===== src/rtl/pcib_pkg.sv =====
package pcib_pkg;
  typedef enum logic [1:0] {
    PH_IDLE = 2'd0,
    PH_ADDR = 2'd1,
    PH_DATA = 2'd2,
    PH_LAST = 2'd3
  } pcib_phase_e;

  localparam logic [3:0] CMD_MEM_WR = 4'b0111;
endpackage


===== src/rtl/pcib_work_cnt.sv =====
// Holds the words still owed and the address of the next one.
module pcib_work_cnt #(
  parameter int AW   = 32,
  parameter int CW   = 8,
  parameter int STEP = 4
) (
  input  logic          clk,
  input  logic          rst_n,
  input  logic          load,
  input  logic [AW-1:0] load_addr,
  input  logic [CW-1:0] load_cnt,
  input  logic          beat,
  output logic [CW-1:0] rem_q,
  output logic [AW-1:0] addr_q,
  output logic [CW-1:0] rem_next
);
  localparam logic [AW-1:0] STEP_V = AW'(STEP);
  localparam logic [CW-1:0] ONE_C  = CW'(1);

  logic [AW-1:0] addr_next;

  always_comb begin
    rem_next  = rem_q;
    addr_next = addr_q;
    if (load) begin
      rem_next  = load_cnt;
      addr_next = load_addr;
    end else if (beat) begin
      rem_next  = rem_q - ONE_C;
      addr_next = addr_q + STEP_V;
    end
  end

  always_ff @(posedge clk or negedge rst_n) begin
    if (!rst_n) begin
      rem_q  <= '0;
      addr_q <= '0;
    end else begin
      rem_q  <= rem_next;
      addr_q <= addr_next;
    end
  end
endmodule


===== src/rtl/pcib_lat_timer.sv =====
// Ownership latency count: loads at transaction start, saturates at zero.
module pcib_lat_timer #(
  parameter int LW = 8
) (
  input  logic          clk,
  input  logic          rst_n,
  input  logic          load,
  input  logic [LW-1:0] cfg,
  output logic          expired
);
  localparam logic [LW-1:0] ONE_L = LW'(1);

  logic [LW-1:0] cnt_q;

  always_ff @(posedge clk or negedge rst_n) begin
    if (!rst_n)             cnt_q <= '0;
    else if (load)          cnt_q <= cfg;
    else if (cnt_q != '0)   cnt_q <= cnt_q - ONE_L;
  end

  assign expired = (cnt_q == '0);
endmodule


===== src/rtl/pcib_phase_fsm.sv =====
// Bus phase sequencer: idle, address, data, final data phase.
module pcib_phase_fsm
  import pcib_pkg::*;
#(
  parameter int CW = 8
) (
  input  logic          clk,
  input  logic          rst_n,
  input  logic          gnt,
  input  logic          beat,
  input  logic          lat_zero,
  input  logic [CW-1:0] rem_q,
  output pcib_phase_e   phase_q,
  output pcib_phase_e   phase_d,
  output logic          preempt_d
);
  localparam logic [CW-1:0] ONE_C = CW'(1);
  localparam logic [CW-1:0] TWO_C = CW'(2);

  always_comb begin
    phase_d   = phase_q;
    preempt_d = 1'b0;
    unique case (phase_q)
      PH_IDLE: if (rem_q != '0 && gnt) phase_d = PH_ADDR;
      PH_ADDR: phase_d = (rem_q == ONE_C) ? PH_LAST : PH_DATA;
      PH_DATA: begin
        if (beat) begin
          if (rem_q == TWO_C) begin
            phase_d = PH_LAST;
          end else if (lat_zero && !gnt) begin
            phase_d   = PH_LAST;
            preempt_d = 1'b1;
          end
        end
      end
      PH_LAST: if (beat) phase_d = PH_IDLE;
      default: phase_d = PH_IDLE;
    endcase
  end

  always_ff @(posedge clk or negedge rst_n) begin
    if (!rst_n) phase_q <= PH_IDLE;
    else        phase_q <= phase_d;
  end
endmodule


===== src/rtl/pcib_req_ctl.sv =====
// Arbiter request: follows pending work, with a mode for preemption release.
module pcib_req_ctl
  import pcib_pkg::*;
#(
  parameter int CW = 8
) (
  input  logic          clk,
  input  logic          rst_n,
  input  pcib_phase_e   phase_q,
  input  pcib_phase_e   phase_d,
  input  logic          preempt_d,
  input  logic [CW-1:0] rem_next,
  input  logic          hold_req,
  input  logic          job_pend,
  output logic          req_q
);
  logic req_d;

  always_comb begin
    unique case (phase_d)
      PH_IDLE: req_d = (rem_next != '0) || job_pend;
      PH_ADDR,
      PH_DATA: req_d = 1'b1;
      PH_LAST: begin
        if (phase_q == PH_LAST) req_d = req_q;
        else if (preempt_d)     req_d = hold_req;
        else                    req_d = job_pend;
      end
      default: req_d = 1'b0;
    endcase
  end

  always_ff @(posedge clk or negedge rst_n) begin
    if (!rst_n) req_q <= 1'b0;
    else        req_q <= req_d;
  end
endmodule


===== src/rtl/pcib_burst_master.sv =====
module pcib_burst_master
  import pcib_pkg::*;
#(
  parameter int ADDR_W = 32,
  parameter int DATA_W = 32,
  parameter int CNT_W  = 8,
  parameter int LAT_W  = 8
) (
  input  logic                  clk,
  input  logic                  rst_n,
  input  logic [LAT_W-1:0]      lat_cfg,
  input  logic                  hold_req,
  input  logic                  job_valid,
  output logic                  job_ready,
  input  logic [ADDR_W-1:0]     job_addr,
  input  logic [CNT_W-1:0]      job_count,
  input  logic [DATA_W-1:0]     wdata,
  output logic                  wdata_ready,
  output logic                  req,
  input  logic                  gnt,
  output logic                  frame,
  output logic                  irdy,
  input  logic                  trdy,
  input  logic                  devsel,
  output logic [DATA_W/8-1:0]   cbe,
  output logic [ADDR_W-1:0]     ad_out,
  output logic                  ad_oe
);
  localparam int CBE_W = DATA_W / 8;
  localparam int STEP  = DATA_W / 8;
  localparam logic [CBE_W-1:0] BE_ALL = '0;
  localparam logic [CBE_W-1:0] CMD_V  = CBE_W'(CMD_MEM_WR);

  pcib_phase_e   phase_q, phase_d;
  logic          preempt_d;
  logic          beat, lat_zero, job_fire, job_pend, tx_start;
  logic [CNT_W-1:0]  rem_q, rem_next;
  logic [ADDR_W-1:0] addr_q;

  assign job_ready = (phase_q == PH_IDLE) && (rem_q == '0);
  assign job_fire  = job_valid && job_ready;
  assign job_pend  = job_valid && (job_count != '0);
  assign irdy      = (phase_q == PH_DATA) || (phase_q == PH_LAST);
  assign frame     = (phase_q == PH_ADDR) || (phase_q == PH_DATA);
  assign ad_oe     = (phase_q != PH_IDLE);
  assign beat      = irdy && trdy && devsel;
  assign wdata_ready = beat;
  assign tx_start  = (phase_q == PH_IDLE) && (phase_d == PH_ADDR);

  assign cbe    = (phase_q == PH_ADDR) ? CMD_V : BE_ALL;
  assign ad_out = (phase_q == PH_ADDR) ? addr_q : ADDR_W'(wdata);

  pcib_work_cnt #(.AW(ADDR_W), .CW(CNT_W), .STEP(STEP)) u_work (
    .clk(clk), .rst_n(rst_n), .load(job_fire), .load_addr(job_addr),
    .load_cnt(job_count), .beat(beat), .rem_q(rem_q), .addr_q(addr_q),
    .rem_next(rem_next)
  );

  pcib_lat_timer #(.LW(LAT_W)) u_lat (
    .clk(clk), .rst_n(rst_n), .load(tx_start), .cfg(lat_cfg), .expired(lat_zero)
  );

  pcib_phase_fsm #(.CW(CNT_W)) u_fsm (
    .clk(clk), .rst_n(rst_n), .gnt(gnt), .beat(beat), .lat_zero(lat_zero),
    .rem_q(rem_q), .phase_q(phase_q), .phase_d(phase_d), .preempt_d(preempt_d)
  );

  pcib_req_ctl #(.CW(CNT_W)) u_req (
    .clk(clk), .rst_n(rst_n), .phase_q(phase_q), .phase_d(phase_d),
    .preempt_d(preempt_d), .rem_next(rem_next), .hold_req(hold_req),
    .job_pend(job_pend), .req_q(req)
  );
endmodule


===== config.mk =====
export PLATFORM = sky130hd
export DESIGN_NAME = pcib_burst_master
export DESIGN_NICKNAME = d
export VERILOG_FILES = /design/src/rtl/pcib_pkg.sv /design/src/rtl/pcib_work_cnt.sv /design/src/rtl/pcib_lat_timer.sv /design/src/rtl/pcib_phase_fsm.sv /design/src/rtl/pcib_req_ctl.sv /design/src/rtl/pcib_burst_master.sv
export SDC_FILE = /design/constraint.sdc
export NUM_CORES = 1
export LEC_CHECK = 0
export BUFFER_PORTS_ARGS = -buffer_cell sky130_fd_sc_hd__buf_2
export CAP_MARGIN = 40
export CORE_ASPECT_RATIO = 0.8
export CORE_MARGIN = 2
export CORE_UTILIZATION = 40
export CTS_CLUSTER_SIZE = 30
export DETAILED_ROUTE_END_ITERATION = 6
export MAX_ROUTING_LAYER = met4
export PLACE_DENSITY = 0.7
export RECOVER_POWER = 25
export SLEW_MARGIN = 20
export SYNTH_ARGS = -nofsm -noshare
export SYNTH_HDL_FRONTEND = slang
export SYNTH_SLANG_ARGS = --single-unit

===== constraint.sdc =====
create_clock -name clk -period 2.65 [get_ports clk]
set_input_delay 0.53 -clock clk [delete_from_list [all_inputs] [get_ports clk]]
set_output_delay 0.53 -clock clk [all_outputs]
set_load 0.01 [all_outputs]

==> summary.txt <==
STA
  • Count of pins over their slew limit: 0
  • RSZ-0062 raised after global routing: true
  • F_max: 367 MHz
  • Endpoints failing setup: 3
  • Tcrit/Tclk final: 103%
  • Post-route worst setup slack: -0.0711 ns
  • WHS: 0.346 ns
  • Crit path time final: 2.72 ns
  • Clk_skew: 0.0103 ns
  • Slew Limit Headroom: 35.2%
  • Hold Vio Cnt, Final: 0
  • Slew at the pin closest to its max-slew limit: 0.972 ns

CTS
  • Clk sinks: 51
  • Clock Latency Late Sink: 0.30 ns
  • Cts hold-fix bufs: 0
  • Root buffer cell: clkbuf_8
  • Reg clk slew, reported paths: 0.10 ns
  • CTS tree: yes
  • Max clock buf depth: 2
  • CTS H-Tree Depth: 2
  • Num CTS Buffers: 5

Logic synthesis
  • Sequential-to-total area share from yosys stat: 36.9%
  • Synth Area in Adders: 5.42%
  • Cell variety after synth: 41
  • #FFs+latches synth: 51
  • Mux share of post-synthesis cell area: 11.1%
  • Simple-gate area share of the yosys netlist: 21.5%
  • Xor and xnor fraction of the mapped netlist area: 10.1%
  • Syn nets: 490
  • Ys Warns: 0
  • Post-synthesis area per instance: 8.92 sq um
  • Synthesized area: 0.00346 sq mm
  • Compound-gate portion of the synthesized area: 11.8%
  • Largest family of logic cells by synthesized area: simple AND/OR/NAND/NOR gates
  • Mapped Cells: 388

Worst setup path
  • Critical path peak fanout: 2
  • Worst path arrival time: 2.91 ns
  • Startpoint Class: flip-flop
  • CP required: 2.84 ns
  • R2R Setup Slk: -0.07 ns
  • R2r startpoint: u_lat.cnt_q[4]
  • Worst r2r dst: u_lat.cnt_q[4]
  • Setup crit end kind: flip-flop
  • Kind of critical path: reg2reg
  • FF-to-FF path depth: 12

Pwr
  • Overall Power: 4740 uW
  • Worst vdd rail ir drop: 0.000374 V
  • Cell leakage power: 0.00204 uW
  • Pwr dens: 1030 mW/mm^2

Drt
  • Final ANT Viol Nets: 0
  • Routed WL per cell: 14.6 microns
  • DRT Pass-1 Iters: 4
  • Via/cell ratio: 5.14
  • DRT iter0 DRCs: 108
  • Residual DRC: 0
  • Via Count: 3288
  • Drt total wl: 9340 microns

Run
  • Max-capacitance violation count: 0

Layout
  • Antenna cell count: 0
  • Layout overhead on the synthesized area: 33.4%
  • Commonest non-fill, non-tap cell in the layout: buf_2
  • Layout Cells excl Fill: 640
  • Final net count: 630
  • Layout cells sized above 1: 41.5%
  • Commonest cells after routing, fill and taps aside: buf_2, nand2_1, dfrtp_1, mux2_2, o21ai_0

Global route
  • Remaining global-route overflow: 0
  • GR Util All Layers: 20.5%
  • First-pass GRT wire length: 15000 microns
  • Largest net degree at the start of global routing: 55
  • Initial antenna violation count: 0
  • Vias in the first global route: 3183

Floorplanning
  • IO Pins: 129
  • Initial Util: 41.0%
  • Core Area: 0.00845 sq mm
  • Die X: 108 microns
  • Site Rows: 30
  • Die Area: 0.00941 sq mm
  • DIE HEIGHT: 87.2 microns

Min path
  • Hold Crit Class: in2async

Placed design
  • Placer Congestion: 0.828
  • Final HPWL DP: 7300 microns
  • Setup WS pre-CTS: -0.150 ns
  • I/O Buffers: 127
  • Placed insts: 629

Outcome
  • Outcome: finished with violations
  • Violated checks: setup timing
## state kept, by name, indices dropped and copies added (netlist names)
register / cells
u_work.addr_q: 32
u_lat.cnt_q: 8
u_work.rem_q: 8
u_fsm.phase_q: 2
u_req.req_q: 1
## cell usage after synthesis
cell / n / area share (%)
nand2_1: 58 / 6.3
dfrtp_1: 51 / 37
mux2_2: 34 / 11
o21ai_0: 29 / 4.2
nor2_1: 27 / 2.9
xor2_1: 21 / 5.3
xnor2_1: 19 / 4.8
a21oi_1: 18 / 2.6
ha_1: 15 / 5.4
clkbuf_1: 13 / 1.4
nor3_1: 13 / 1.9
nand4_1: 12 / 2.2
nand3_1: 10 / 1.4
and3_1: 7 / 1.3
and4_1: 7 / 1.8
inv_1: 7 / 0.76
nor4_1: 7 / 1.3
a31oi_1: 5 / 0.90
and2_1: 4 / 0.72
a32o_1: 3 / 0.87
buf_4: 3 / 0.65
a21boi_0: 2 / 0.43
nand4b_1: 2 / 0.51
o211ai_1: 2 / 0.43
o21a_1: 2 / 0.43
or3_1: 2 / 0.36
a211oi_1: 1 / 0.22
a21o_1: 1 / 0.22
a31o_2: 1 / 0.25
buf_2: 1 / 0.14
conb_1: 1 / 0.11
inv_2: 1 / 0.11
nand2b_1: 1 / 0.18
o2111ai_1: 1 / 0.25
o21bai_1: 1 / 0.22
o311ai_0: 1 / 0.25
o32a_1: 1 / 0.29
o32ai_1: 1 / 0.25
or2_2: 1 / 0.18
or4_1: 1 / 0.22
or4b_1: 1 / 0.29
## critical path, cell delays in order (launching register included)
cell and delay (ns):
dfrtp_1 0.40, or4_4 0.55, or3_4 0.38, o21bai_4 0.13, a21oi_2 0.06, nor2_2 0.10, o32a_1 0.22, buf_4 0.14
buf_6 0.09, ha_4 0.16, buf_6 0.10, a21oi_2 0.05, a32o_1 0.23
## power by group
| part | leakage [uW] | total (uW) | internal (uW) | switching [uW] |
|---|---|---|---|---|
| Combinational | 0.00136 | 2610 | 1350 | 1260 |
| Clock | 0.0000502 | 536 | 276 | 260 |
| Sequential | 0.000630 | 1590 | 1150 | 440 |
## area by class of cell
cell class	count	area [sq um]
inverters	8	30.0
clock inverters	2	37.5
flip-flops and latches	51	1280
clock buffers	5	68.8
fillers	820	3830
well taps	112	140
repair buffers	150	820
multi-input cells	312	2240
## layer usage
layer	track usage, %	wire length [microns]
met1	27.0	4300
met2	34.0	4580
met3	2.54	333
met4	4.66	129
met5	-	0
## worst max-delay path by stage
| stage | end | from | depth (start not counted) |
|---|---|---|---|
| after floorplan | u_req.req_q | u_fsm.phase_q[0] | 13 |
| after global placement | u_req.req_q | u_lat.cnt_q[4] | 11 |
| after detailed placement | u_lat.cnt_q[0] | u_lat.cnt_q[4] | 11 |
| after CTS | u_req.req_q | u_lat.cnt_q[4] | 11 |
| after global routing | u_lat.cnt_q[4] | u_lat.cnt_q[4] | 12 |
| final | u_lat.cnt_q[4] | u_lat.cnt_q[4] | 12 |
## through the flow
step	instance area, sq um	utilization [%]	TNS, ns
4_1_cts	4500	53.2	-0.127
5_1_grt	4610	54.6	-0.738
3_5_place_dp	4360	51.6	-1.13
3_3_place_gp	4360	51.6	-0.230
2_1_floorplan	3500	-	-0.0994
6_report	4610	54.6	-0.188
## timing repair
| action | in CTS | in global routing |
|---|---|---|
| gates resized for setup | 6 | 27 |
| endpoints found under the setup margin | 12 | 9 |
| setup buffers | 1 | 3 |
| pin swaps | 3 | 1 |
## cells by family after synthesis
group,after synthesis
simple gates,153
compound gates,69
flops,51
xor+xnor,40
mux,34
buf+inv,25
fa+ha+maj,15
other cells,1
(Power assumes the default switching activity.)
